File: src/rtl/aes8_pkg.sv
package aes8_pkg;

  typedef enum logic [2:0] {
    PH_IDLE,
    PH_ARK,
    PH_KEY,
    PH_SUB,
    PH_MIX,
    PH_OUT
  } phase_t;

  function automatic logic [7:0] xtime(input logic [7:0] a);
    return {a[6:0], 1'b0} ^ (a[7] ? 8'h1b : 8'h00);
  endfunction

  function automatic logic [7:0] gf_mul(input logic [7:0] a, input logic [7:0] b);
    logic [7:0] p;
    logic [7:0] aa;
    p  = 8'h00;
    aa = a;
    for (int i = 0; i < 8; i++) begin
      if (b[i]) p = p ^ aa;
      aa = xtime(aa);
    end
    return p;
  endfunction

  // Inverse as x^254 (product of x^2 .. x^128), then the affine map.
  function automatic logic [7:0] sbox_calc(input logic [7:0] x);
    logic [7:0] sq;
    logic [7:0] inv;
    sq  = x;
    inv = 8'h01;
    for (int k = 1; k < 8; k++) begin
      sq  = gf_mul(sq, sq);
      inv = gf_mul(inv, sq);
    end
    return inv ^ {inv[6:0], inv[7]} ^ {inv[5:0], inv[7:6]} ^
           {inv[4:0], inv[7:5]} ^ {inv[3:0], inv[7:4]} ^ 8'h63;
  endfunction

endpackage

File: src/rtl/aes8_regfile.sv
module aes8_regfile #(
  parameter int W     = 8,
  parameter int DEPTH = 32,
  localparam int AW   = $clog2(DEPTH)
) (
  input  logic          clk,
  input  logic          we,
  input  logic [AW-1:0] waddr,
  input  logic [W-1:0]  wdata,
  input  logic [AW-1:0] raddr_a,
  output logic [W-1:0]  rdata_a,
  input  logic [AW-1:0] raddr_b,
  output logic [W-1:0]  rdata_b
);

  logic [W-1:0] mem [DEPTH];

  always_ff @(posedge clk) begin
    if (we) mem[waddr] <= wdata;
  end

  assign rdata_a = mem[raddr_a];
  assign rdata_b = mem[raddr_b];

  // every write lands on a defined address
  a_r2_write_addr_known: assert property (@(posedge clk) we |-> !$isunknown(waddr));

endmodule

File: src/rtl/aes8_sbox.sv
module aes8_sbox
  import aes8_pkg::*;
(
  input  logic [7:0] x,
  output logic [7:0] y
);
  assign y = sbox_calc(x);
endmodule

File: src/rtl/aes8_mixbyte.sv
module aes8_mixbyte
  import aes8_pkg::*;
(
  input  logic [31:0] col,
  input  logic [1:0]  row,
  output logic [7:0]  y
);
  logic [1:0] i1, i2, i3;
  logic [7:0] b0, b1, b2, b3;

  assign i1 = row + 2'd1;
  assign i2 = row + 2'd2;
  assign i3 = row + 2'd3;
  assign b0 = col[8*row +: 8];
  assign b1 = col[8*i1 +: 8];
  assign b2 = col[8*i2 +: 8];
  assign b3 = col[8*i3 +: 8];
  assign y  = xtime(b0) ^ xtime(b1) ^ b1 ^ b2 ^ b3;
endmodule

File: src/rtl/aes8_enc_core.sv
module aes8_enc_core
  import aes8_pkg::*;
#(
  parameter int BYTES  = 16,
  parameter int ROUNDS = 10
) (
  input  logic       clk,
  input  logic       rst,
  input  logic       start,
  input  logic [7:0] din,
  input  logic       din_valid,
  input  logic       key_sel,
  output logic [7:0] dout,
  output logic       dout_valid,
  output logic       busy,
  output logic       done
);

  localparam int AW = $clog2(2 * BYTES);
  localparam int IW = $clog2(BYTES);
  localparam int RW = $clog2(ROUNDS + 1);
  localparam logic [RW-1:0] LAST_RND = RW'(ROUNDS);

  phase_t        phase;
  logic [4:0]    cnt;
  logic [RW-1:0] rnd;
  logic [7:0]    rcon;
  logic [IW-1:0] ptr_key, ptr_dat, ptr_sel;
  logic [31:0]   col_q;

  logic          we;
  logic [AW-1:0] wa, ra, rb;
  logic [7:0]    wd, rd_a, rd_b, sb_in, sb_out, opb, xo, mix_out;
  logic [1:0]    grp, jj;
  logic          half;

  assign grp  = cnt[4:3];
  assign half = cnt[2];
  assign jj   = cnt[1:0];
  assign ptr_sel = key_sel ? ptr_key : ptr_dat;
  assign xo   = rd_a ^ opb;

  aes8_regfile #(.W(8), .DEPTH(2 * BYTES)) u_rf (
    .clk(clk), .we(we), .waddr(wa), .wdata(wd),
    .raddr_a(ra), .rdata_a(rd_a), .raddr_b(rb), .rdata_b(rd_b)
  );

  aes8_sbox u_sbox (.x(sb_in), .y(sb_out));

  aes8_mixbyte u_mix (.col(col_q), .row(jj), .y(mix_out));

  // Address and operand selection; row rotation comes from the read order.
  always_comb begin
    we    = 1'b0;
    wa    = '0;
    wd    = 8'h00;
    ra    = '0;
    rb    = '0;
    sb_in = rd_a;
    opb   = rd_b;
    case (phase)
      PH_IDLE: begin
        if (din_valid && !start) begin
          we = 1'b1;
          wa = {key_sel, ptr_sel[1:0], ptr_sel[3:2]};
          wd = din;
        end
      end
      PH_ARK: begin
        ra = {1'b0, cnt[3:0]};
        rb = {1'b1, cnt[3:0]};
        we = 1'b1;
        wa = ra;
        wd = xo;
      end
      PH_KEY: begin
        ra = {1'b1, cnt[1:0], cnt[3:2]};
        if (cnt[3:2] == 2'd0) begin
          rb    = {1'b1, cnt[1:0] + 2'd1, 2'd3};
          sb_in = rd_b;
          opb   = sb_out ^ ((cnt[1:0] == 2'd0) ? rcon : 8'h00);
        end else begin
          rb = {1'b1, cnt[1:0], cnt[3:2] - 2'd1};
        end
        we = 1'b1;
        wa = ra;
        wd = xo;
      end
      PH_SUB: begin
        if (!half) begin
          ra = {1'b0, grp, jj + grp};
        end else begin
          we = 1'b1;
          wa = {1'b0, grp, jj};
          wd = col_q[8*jj +: 8];
        end
      end
      PH_MIX: begin
        if (!half) begin
          ra = {1'b0, jj, grp};
        end else begin
          we = 1'b1;
          wa = {1'b0, jj, grp};
          wd = mix_out;
        end
      end
      PH_OUT: begin
        ra = {1'b0, cnt[1:0], cnt[3:2]};
      end
      default: ;
    endcase
  end

  always_ff @(posedge clk) begin
    if (phase == PH_SUB && !half) col_q[8*jj +: 8] <= sb_out;
    if (phase == PH_MIX && !half) col_q[8*jj +: 8] <= rd_a;
  end

  always_ff @(posedge clk) begin
    if (rst) begin
      phase      <= PH_IDLE;
      cnt        <= '0;
      rnd        <= '0;
      rcon       <= 8'h01;
      ptr_key    <= '0;
      ptr_dat    <= '0;
      busy       <= 1'b0;
      done       <= 1'b0;
      dout_valid <= 1'b0;
      dout       <= 8'h00;
    end else begin
      done       <= 1'b0;
      dout_valid <= 1'b0;
      case (phase)
        PH_IDLE: begin
          if (start) begin
            phase   <= PH_ARK;
            cnt     <= '0;
            rnd     <= '0;
            rcon    <= 8'h01;
            ptr_key <= '0;
            ptr_dat <= '0;
            busy    <= 1'b1;
          end else if (din_valid) begin
            if (key_sel) ptr_key <= ptr_key + 1'b1;
            else         ptr_dat <= ptr_dat + 1'b1;
          end
        end
        PH_ARK: begin
          if (cnt[3:0] == 4'hf) begin
            cnt <= '0;
            if (rnd == LAST_RND) phase <= PH_OUT;
            else begin
              rnd   <= rnd + 1'b1;
              phase <= PH_KEY;
            end
          end else cnt <= cnt + 5'd1;
        end
        PH_KEY: begin
          if (cnt[3:0] == 4'hf) begin
            cnt   <= '0;
            rcon  <= xtime(rcon);
            phase <= PH_SUB;
          end else cnt <= cnt + 5'd1;
        end
        PH_SUB: begin
          if (cnt == 5'd31) begin
            cnt   <= '0;
            phase <= (rnd == LAST_RND) ? PH_ARK : PH_MIX;
          end else cnt <= cnt + 5'd1;
        end
        PH_MIX: begin
          if (cnt == 5'd31) begin
            cnt   <= '0;
            phase <= PH_ARK;
          end else cnt <= cnt + 5'd1;
        end
        PH_OUT: begin
          dout       <= rd_a;
          dout_valid <= 1'b1;
          if (cnt[3:0] == 4'hf) begin
            cnt   <= '0;
            phase <= PH_IDLE;
            busy  <= 1'b0;
            done  <= 1'b1;
          end else cnt <= cnt + 5'd1;
        end
        default: phase <= PH_IDLE;
      endcase
    end
  end

  // done only together with the final output byte
  a_r6_done_with_byte: assert property (@(posedge clk) disable iff (rst) done |-> dout_valid);
  // busy drops only with done
  a_r6_busy_fall_done: assert property (@(posedge clk) disable iff (rst) $fell(busy) |-> done);
  // output stream ends right after done
  a_r6_stream_end: assert property (@(posedge clk) disable iff (rst) $fell(dout_valid) |-> $past(done));
  // output bytes other than the last come while busy
  a_r5_valid_busy: assert property (@(posedge clk) disable iff (rst) (dout_valid && !done) |-> busy);
  // round counter never passes the round count
  a_r7_round_limit: assert property (@(posedge clk) disable iff (rst) rnd <= LAST_RND);

endmodule

File: config.mk
export PLATFORM = sky130hd
export DESIGN_NAME = aes8_enc_core
export DESIGN_NICKNAME = d
export VERILOG_FILES = /design/src/rtl/aes8_pkg.sv /design/src/rtl/aes8_regfile.sv /design/src/rtl/aes8_sbox.sv /design/src/rtl/aes8_mixbyte.sv /design/src/rtl/aes8_enc_core.sv
export SDC_FILE = /design/constraint.sdc
export NUM_CORES = 1
export LEC_CHECK = 0
export BUFFER_PORTS_ARGS = -buffer_cell sky130_fd_sc_hd__clkbuf_2
export CAP_MARGIN = 20
export CORE_ASPECT_RATIO = 1.75
export CORE_UTILIZATION = 55
export CTS_BUF_LIST = sky130_fd_sc_hd__clkbuf_16
export DETAILED_ROUTE_END_ITERATION = 7
export GPL_TIMING_DRIVEN = 0
export PLACE_DENSITY = 0.73
export REMOVE_ABC_BUFFERS = 1
export SETUP_SLACK_MARGIN = 0.3
export SYNTH_ARGS = -nofsm -noshare
export SYNTH_HDL_FRONTEND = slang
export SYNTH_SLANG_ARGS = --single-unit
File: constraint.sdc
create_clock -name clk -period 19.6 [get_ports clk]
set_clock_uncertainty 0.1 [all_clocks]
set_input_delay 0 -clock clk [delete_from_list [all_inputs] [get_ports clk]]
set_output_delay 0 -clock clk [all_outputs]
set_load 0.05 [all_outputs]
# Word-level counts from Yosys, hierarchy flattened
# Memories as Yosys holds them, arrays and structs flattened.
# Cells that the tools add are included.
# W data, S select, Z words.
# word_totals
mem_bits_rw	256
ff_bits	71
input_bits	13
mem_count	1
# mem_list
memory	words	word_bits	read_ports	rd_ports_with_merged_regs	wr	line	text
u_rf.mem	32	8	2	0	1	aes8_regfile.sv:16	logic [W-1:0] mem [DEPTH];
# op_classes
eq_ne	16
bitwise_logic	204
add_sub_neg	10
n_reduce_logical	25
shifts	7
mux	265
# ops
operator	count
$xor A8 B8 Y8	194
$mux W8	115
$mux W5	99
$shiftx A32 B6 Y8	4
$shiftx A8 B34 Y32	2
$bwmux W32	2
$mux W32	2
$mux W4	16
$pmux W5 S5	2
$neg A5 Y34	1
$shift A8 B34 Y32 const A	1
$pmux W8 S4	1
$mux W3	9
$pmux W3 S6	1
$pmux W8 S2	1
$pmux W5 S3	1
$add A4 B1 Y4 const B	3
$ne A2 B2 Y1 const B	6
$reduce_and A3 Y1	4
$pmux W5 S2	1
$reduce_bool A2 Y1	5
$mux W1	9
$eq A4 B4 Y1 const B	2
$pmux W4 S2	1
29 further kinds	45

# Depth between registers and ports, before layout
# An unclocked memory read counts as a cell.
# depth
depth_word	143
mapped_depth	88
mapped_depth_nobuf	73

# Modules after synthesis
# A second synthesis with hierarchy kept.
# unflattened
cells_unflattened	3145
hier_area_um2	32944.1
# by_module_without_submodules
mod	area_per_inst_um2	seq_area_each_um2	instances	cells_per_inst
aes8_sbox	15220.8	0.0	1	1942
aes8_regfile	11887.7	7687.4	1	516
aes8_enc_core	4699.5	1421.4	1	563
aes8_mixbyte	1136.1	0.0	1	124

# Worst setup path before layout
# Ideal clock, no wire load.
# synth_path
path_kind	register -> register
from	reg cnt[2]
to	mem u_rf.mem[0][5] (data pin)
path_buffers	16
period_less_slack_ps	20197
t_required_ps	19138
setup_ps	362
path_stages_with_launch	87
setup_slack_ps	-597
t_arrival_ps	19736
path_cell_list	dfxtp_1 buf_2 clkinv_1 ha_1 mux2_4 a32oi_4 nand2_2 buf_6 buf_6 buf_4 mux2i_1 o221ai_1 o31a_1 a21oi_2 inv_2 buf_2 ha_1 and2_1 (+51 left out) a22oi_1 xnor2_1 buf_2 mux2_2 o21a_1 o211a_1 nor4_1 xnor2_1 mux2i_1 xnor2_1 clkbuf_1 nor2_1 xor2_1 xnor3_1 xnor2_1 a21oi_1 xor2_1 o21ai_1
# synth_between
elab_chain_len	140
elab_cells_between_ends	407
classes_between	1 x add/sub; 215 x mux; 189 x bitwise; 1 x reduce/logical; 1 x memory
# synth_rtl
element	line	text
start, declared	aes8_enc_core.sv:25	logic [4:0] cnt;
start signal, assigned	aes8_enc_core.sv:157	end else cnt <= cnt + 5'd1;
start signal, assigned	aes8_enc_core.sv:164	end else cnt <= cnt + 5'd1;
start signal, assigned	aes8_enc_core.sv:170	end else cnt <= cnt + 5'd1;
$sub A2 B1 Y2 / $logic_not A2 Y1 (equally long branches)	aes8_enc_core.sv:83, aes8_enc_core.sv:78	
$mux W4	aes8_enc_core.sv:78	if (cnt[3:2] == 2'd0) begin
$pmux W5 S2	aes8_enc_core.sv:61	case (phase)
$mem_v2 Z32 W8	n/a	
$mux W8	aes8_enc_core.sv:78	
$mux W8	aes8_enc_core.sv:61	
$mux W5, or another cell as far along	aes8_pkg.sv:13	return {a[6:0], 1'b0} ^ (a[7] ? 8'h1b : 8'h00);
$xor A8 B8 Y8 (on tied branches)	aes8_pkg.sv:13, aes8_pkg.sv:22	
(+125 left out)	n/a	
$xor A8 B8 Y8	aes8_pkg.sv:39	{inv[4:0], inv[7:5]} ^ {inv[3:0], inv[7:4]} ^ 8'h63;
$not A4 Y4 (no line)	n/a	
$xor A8 B8 Y8	aes8_enc_core.sv:81	opb = sb_out ^ ((cnt[1:0] == 2'd0) ? rcon : 8'h00);
$mux W8	aes8_enc_core.sv:78	
$mux W8	aes8_enc_core.sv:61	
$xor A8 B8 Y8	aes8_enc_core.sv:41	assign xo = rd_a ^ opb;
$pmux W8 S4 *	aes8_enc_core.sv:61	
net u_rf.wdata[5]	aes8_regfile.sv:9	input logic [W-1:0] wdata,
end, declared	aes8_regfile.sv:16	
# Mark *: on every way through the listed nets, which the timed path passes. The rest lies on a longest branch.

# Worst setup path in the final report
# layout_path
from	reg phase[2]
to	mem u_rf.mem[19][5] (data pin)
# layout_between
elab_chain_len	139
elab_cells_between_ends	407
classes_between	5 x eq/ne; 210 x mux; 189 x bitwise; 2 x reduce/logical; 1 x memory
# layout_rtl
element	line	text
start, declared	aes8_enc_core.sv:24	phase_t phase;
start signal, assigned	aes8_enc_core.sv:169	phase <= (rnd == LAST_RND) ? PH_ARK : PH_MIX;
$eq A3 B3 Y1, or another cell as far along	aes8_enc_core.sv:61	
$pmux W5 S5 / $pmux W5 S2 (equally long branches)	aes8_enc_core.sv:61	
$mem_v2 Z32 W8	n/a	
$mux W8	aes8_enc_core.sv:78	
$mux W8	aes8_enc_core.sv:61	
$mux W5, or another cell as far along	aes8_pkg.sv:13	
$xor A8 B8 Y8 (on tied branches)	aes8_pkg.sv:13, aes8_pkg.sv:22	
$xor A8 B8 Y8 / $mux W8 (equally long branches)	aes8_pkg.sv:22	if (b[i]) p = p ^ aa;
(+124 left out)	n/a	
$xor A8 B8 Y8	aes8_pkg.sv:39	
$not A4 Y4 (no line)	n/a	
$xor A8 B8 Y8	aes8_enc_core.sv:81	
$mux W8	aes8_enc_core.sv:78	
$mux W8	aes8_enc_core.sv:61	
$xor A8 B8 Y8	aes8_enc_core.sv:41	
$pmux W8 S4 *	aes8_enc_core.sv:61	
net u_rf.wdata[5]	aes8_regfile.sv:9	
# Marked as above.

==> results.py <==
metrics = {
    "route": {
        "drt_iter0_markers": 3307,
        "drt_drc_violations_left": 0,
        "dr.pass1.iters": 7,
        "wire_per_inst_um": 24.68,
        "finalWirelength_um": 109500,
        "route.antenna.remaining_nets": 0,
        "route.vias.total": 29640,
        "via_per_inst": 6.683,
    },
    "placement": {
        "gp_congestion": 0.9779,
        "dp_hpwl_um": 69960,
        "post-place-ws_ns": -6.589,
        "placed_cells": 4164,
        "io_buffers": 23,
    },
    "global_routing": {
        "grt_overflow": 0,
        "grt_pass1_vias": 27820,
        "grt_usage": 0.3564,
        "grt_pass1_wl_um": 159900,
        "antenna_found_initial": 1,
        "grt_max_degree": 56,
    },
    "floorplan": {
        "ios": 24,
        "dieHeight_um": 317.9,
        "dieArea_um2": 58040,
        "die_x_um": 182.5,
        "start_util": 0.5576,
        "rows": 115,
        "core-area_um2": 56260,
    },
    "yosys": {
        "syn_area_um2": 31370,
        "ys_seq_elements": 327,
        "postSynthAreaPerCell_um2": 8.847,
        "synth-main-ff-cell": "edfxtp_1",
        "yosysWarnings": 0,
        "async_reset_ff_frac": 0,
        "synth_edf_count": 256,
        "ys_seq_area_frac": 0.2903,
        "synth_cell_types": 104,
        "syn-instance-count": 3546,
    },
    "setup_path": {
        "critPathArrivalTime_ns": 19.49,
        "required_ns": 19.94,
        "path_common_cell": "xnor2_1",
        "worst_setup_path_end_kind": "register",
        "reg2reg_slack_ns": 0.45,
        "slowest_stage": "xnor3_2",
        "cpPeakStageDelay_ns": 0.63,
        "crit_fanout": 28,
        "setup.worst_path.class": "register to register",
        "crit_path_start_kind": "register",
    },
    "clocking": {
        "cts_num_sinks": 327,
        "cts_root_buffer": "clkbuf_16",
        "htreeDepth": 1,
        "cts_tree": "built",
        "clock_latency_ns": 0.60,
        "cts_buffers": 29,
        "clk_pin_slew_worst_paths_ns": 0.08,
        "clockBufferDepth": 3,
    },
    "finish": {
        "multi_input_area_um2": 23560,
        "final_common_cell": "nor2_1",
        "fillers": 4236,
        "area_growth_pct": 20.03,
        "drive_gt1_frac": 0.2052,
        "stdcell_count": 4436,
        "seqCellArea_um2": 9135,
        "final_cell_mix": "414 x nor2_1, 413 x nand2_1, 338 x xnor2_1",
        "layout.nets": 3691,
    },
    "sta": {
        "period_share": 0.9770,
        "max_freq_ghz": 0.05222,
        "layout_setup_ws_ns": 0.4503,
        "hold_viol_final": 0,
        "worst_pin_slew_ns": 1.205,
        "fin_crit_ns": 19.15,
        "setup_viol": 0,
        "rsz0062_at_grt": "true",
        "worst_hold_slack_ns": 0.05471,
        "slew_headroom": 0.1937,
        "drv_slew": 0,
    },
    "worst_hold_path": {
        "min_path_type": "input port to register",
    },
    "flow_run": {
        "drv_cap": 0,
    },
    "run_status": {
        "status": "finished clean",
    },
}
-- cell type report --
class | instances | area share
timing repair inverter | 1 | 0.0001329
antenna | 2 | 0.0001329
inverter | 37 | 0.004319
timing repair buffer | 296 | 0.07821
tap | 760 | 0.02525
clock buffer | 29 | 0.01927
clock inverter | 21 | 0.004353
sequential | 327 | 0.2426
multi-input combinational | 2963 | 0.6257
-- synthesized netlist by cell type, types with 25 or more instances --
master	n	area [µm²]
nor2_1	424	1592
xnor2_1	424	3714
nand2_1	418	1569
edfxtp_1	256	7687
a21oi_1	203	1016
mux2i_1	151	1511
xor2_1	139	1217
clkbuf_1	133	499.2
nand3_1	124	620.6
o21ai_0	106	530.5
nor3_1	84	420.4
dfxtp_1	71	1421
a211oi_1	61	457.9
o21ai_1	60	300.3
xnor3_1	59	1329
o22ai_1	49	306.5
buf_2	46	230.2
and3_1	40	250.2
a31oi_1	37	231.5
mux4_2	30	675.7
xnor2_2	29	471.7
a22oi_1	27	202.7
inv_1	27	101.4
buf_1	26	97.59
nor2b_1	26	162.7
o211ai_1	26	195.2
and2_1	25	156.4
-- through the flow --
stage	util	area (µm²)	TNS [ns]
final	0.6693	37660	0
after detailed placement	0.5810	32690	-1796.08
after global routing	0.6693	37650	-43.91
after CTS	0.6363	35800	0
after global placement	0.5586	31430	-4737.27
after floorplan	-	30360	-1733.12
-- per-layer routing --
metal | wire (µm) | up-vias | GRT usage
met1 | 35340 | 14130 | 0.3704
met3 | 9544 | 650 | 0.07158
met2 | 54140 | 1868 | 0.6325
met4 | 10450 | 0 | 0.2558
li1 | - | 13000 | -
met5 | 0 | - | 0
-- final timing paths --
kind | startpoint | end | cells after the start
setup reg to reg | phase[2] | u_rf.mem[19][5] | 72
hold / removal | din[7] | u_rf.mem[20][7] | 4
setup / recovery | phase[2] | u_rf.mem[19][5] | 72
hold reg to reg | dout[7] | dout[7] | 2
-- sequential cells by signal (all words and copies together) (netlist names) --
name	flops
col_q	32
busy	1
dout	8
rnd	4
u_rf.mem	256
ptr_key	4
rcon	8
done	1
dout_valid	1
phase	3
cnt	5
ptr_dat	4
-- worst max-delay path: cells and delay by family (launching register included) --
family | cells | cell delay, ns
fa+ha+maj | 2 | 0.64
simple gates | 10 | 2.50
flops | 1 | 0.39
buf+inv | 12 | 2.11
xor+xnor | 30 | 8.84
mux | 2 | 0.48
compound gates | 16 | 3.86
-- cells by family (layout without fill, tap and decap cells) --
group,count (synthesis),count (layout),synth area share
AND/OR/NAND/NOR,1270,1275,0.1807
AO/OA/AOI/OAI,775,777,0.1633
XOR/XNOR,691,691,0.2443
flip-flops,327,327,0.2903
multiplexers,197,197,0.07558
buffers and inverters,263,384,0.03665
other,0,2,0
adder cells (fa/ha/maj),23,23,0.009173
-- what timing repair did --
action,4_1_cts,5_1_grt
pin swaps,57,86
hold endpoints to repair,69,0
cloned,6,8
hold buffers,11,0
resized for setup,213,149
buffers inserted,87,102
setup endpoints to repair,288,288
Power is left out: the tool's default activity adds up to more than one toggle a clock period on the data nets, which glitch-free logic cannot reach.
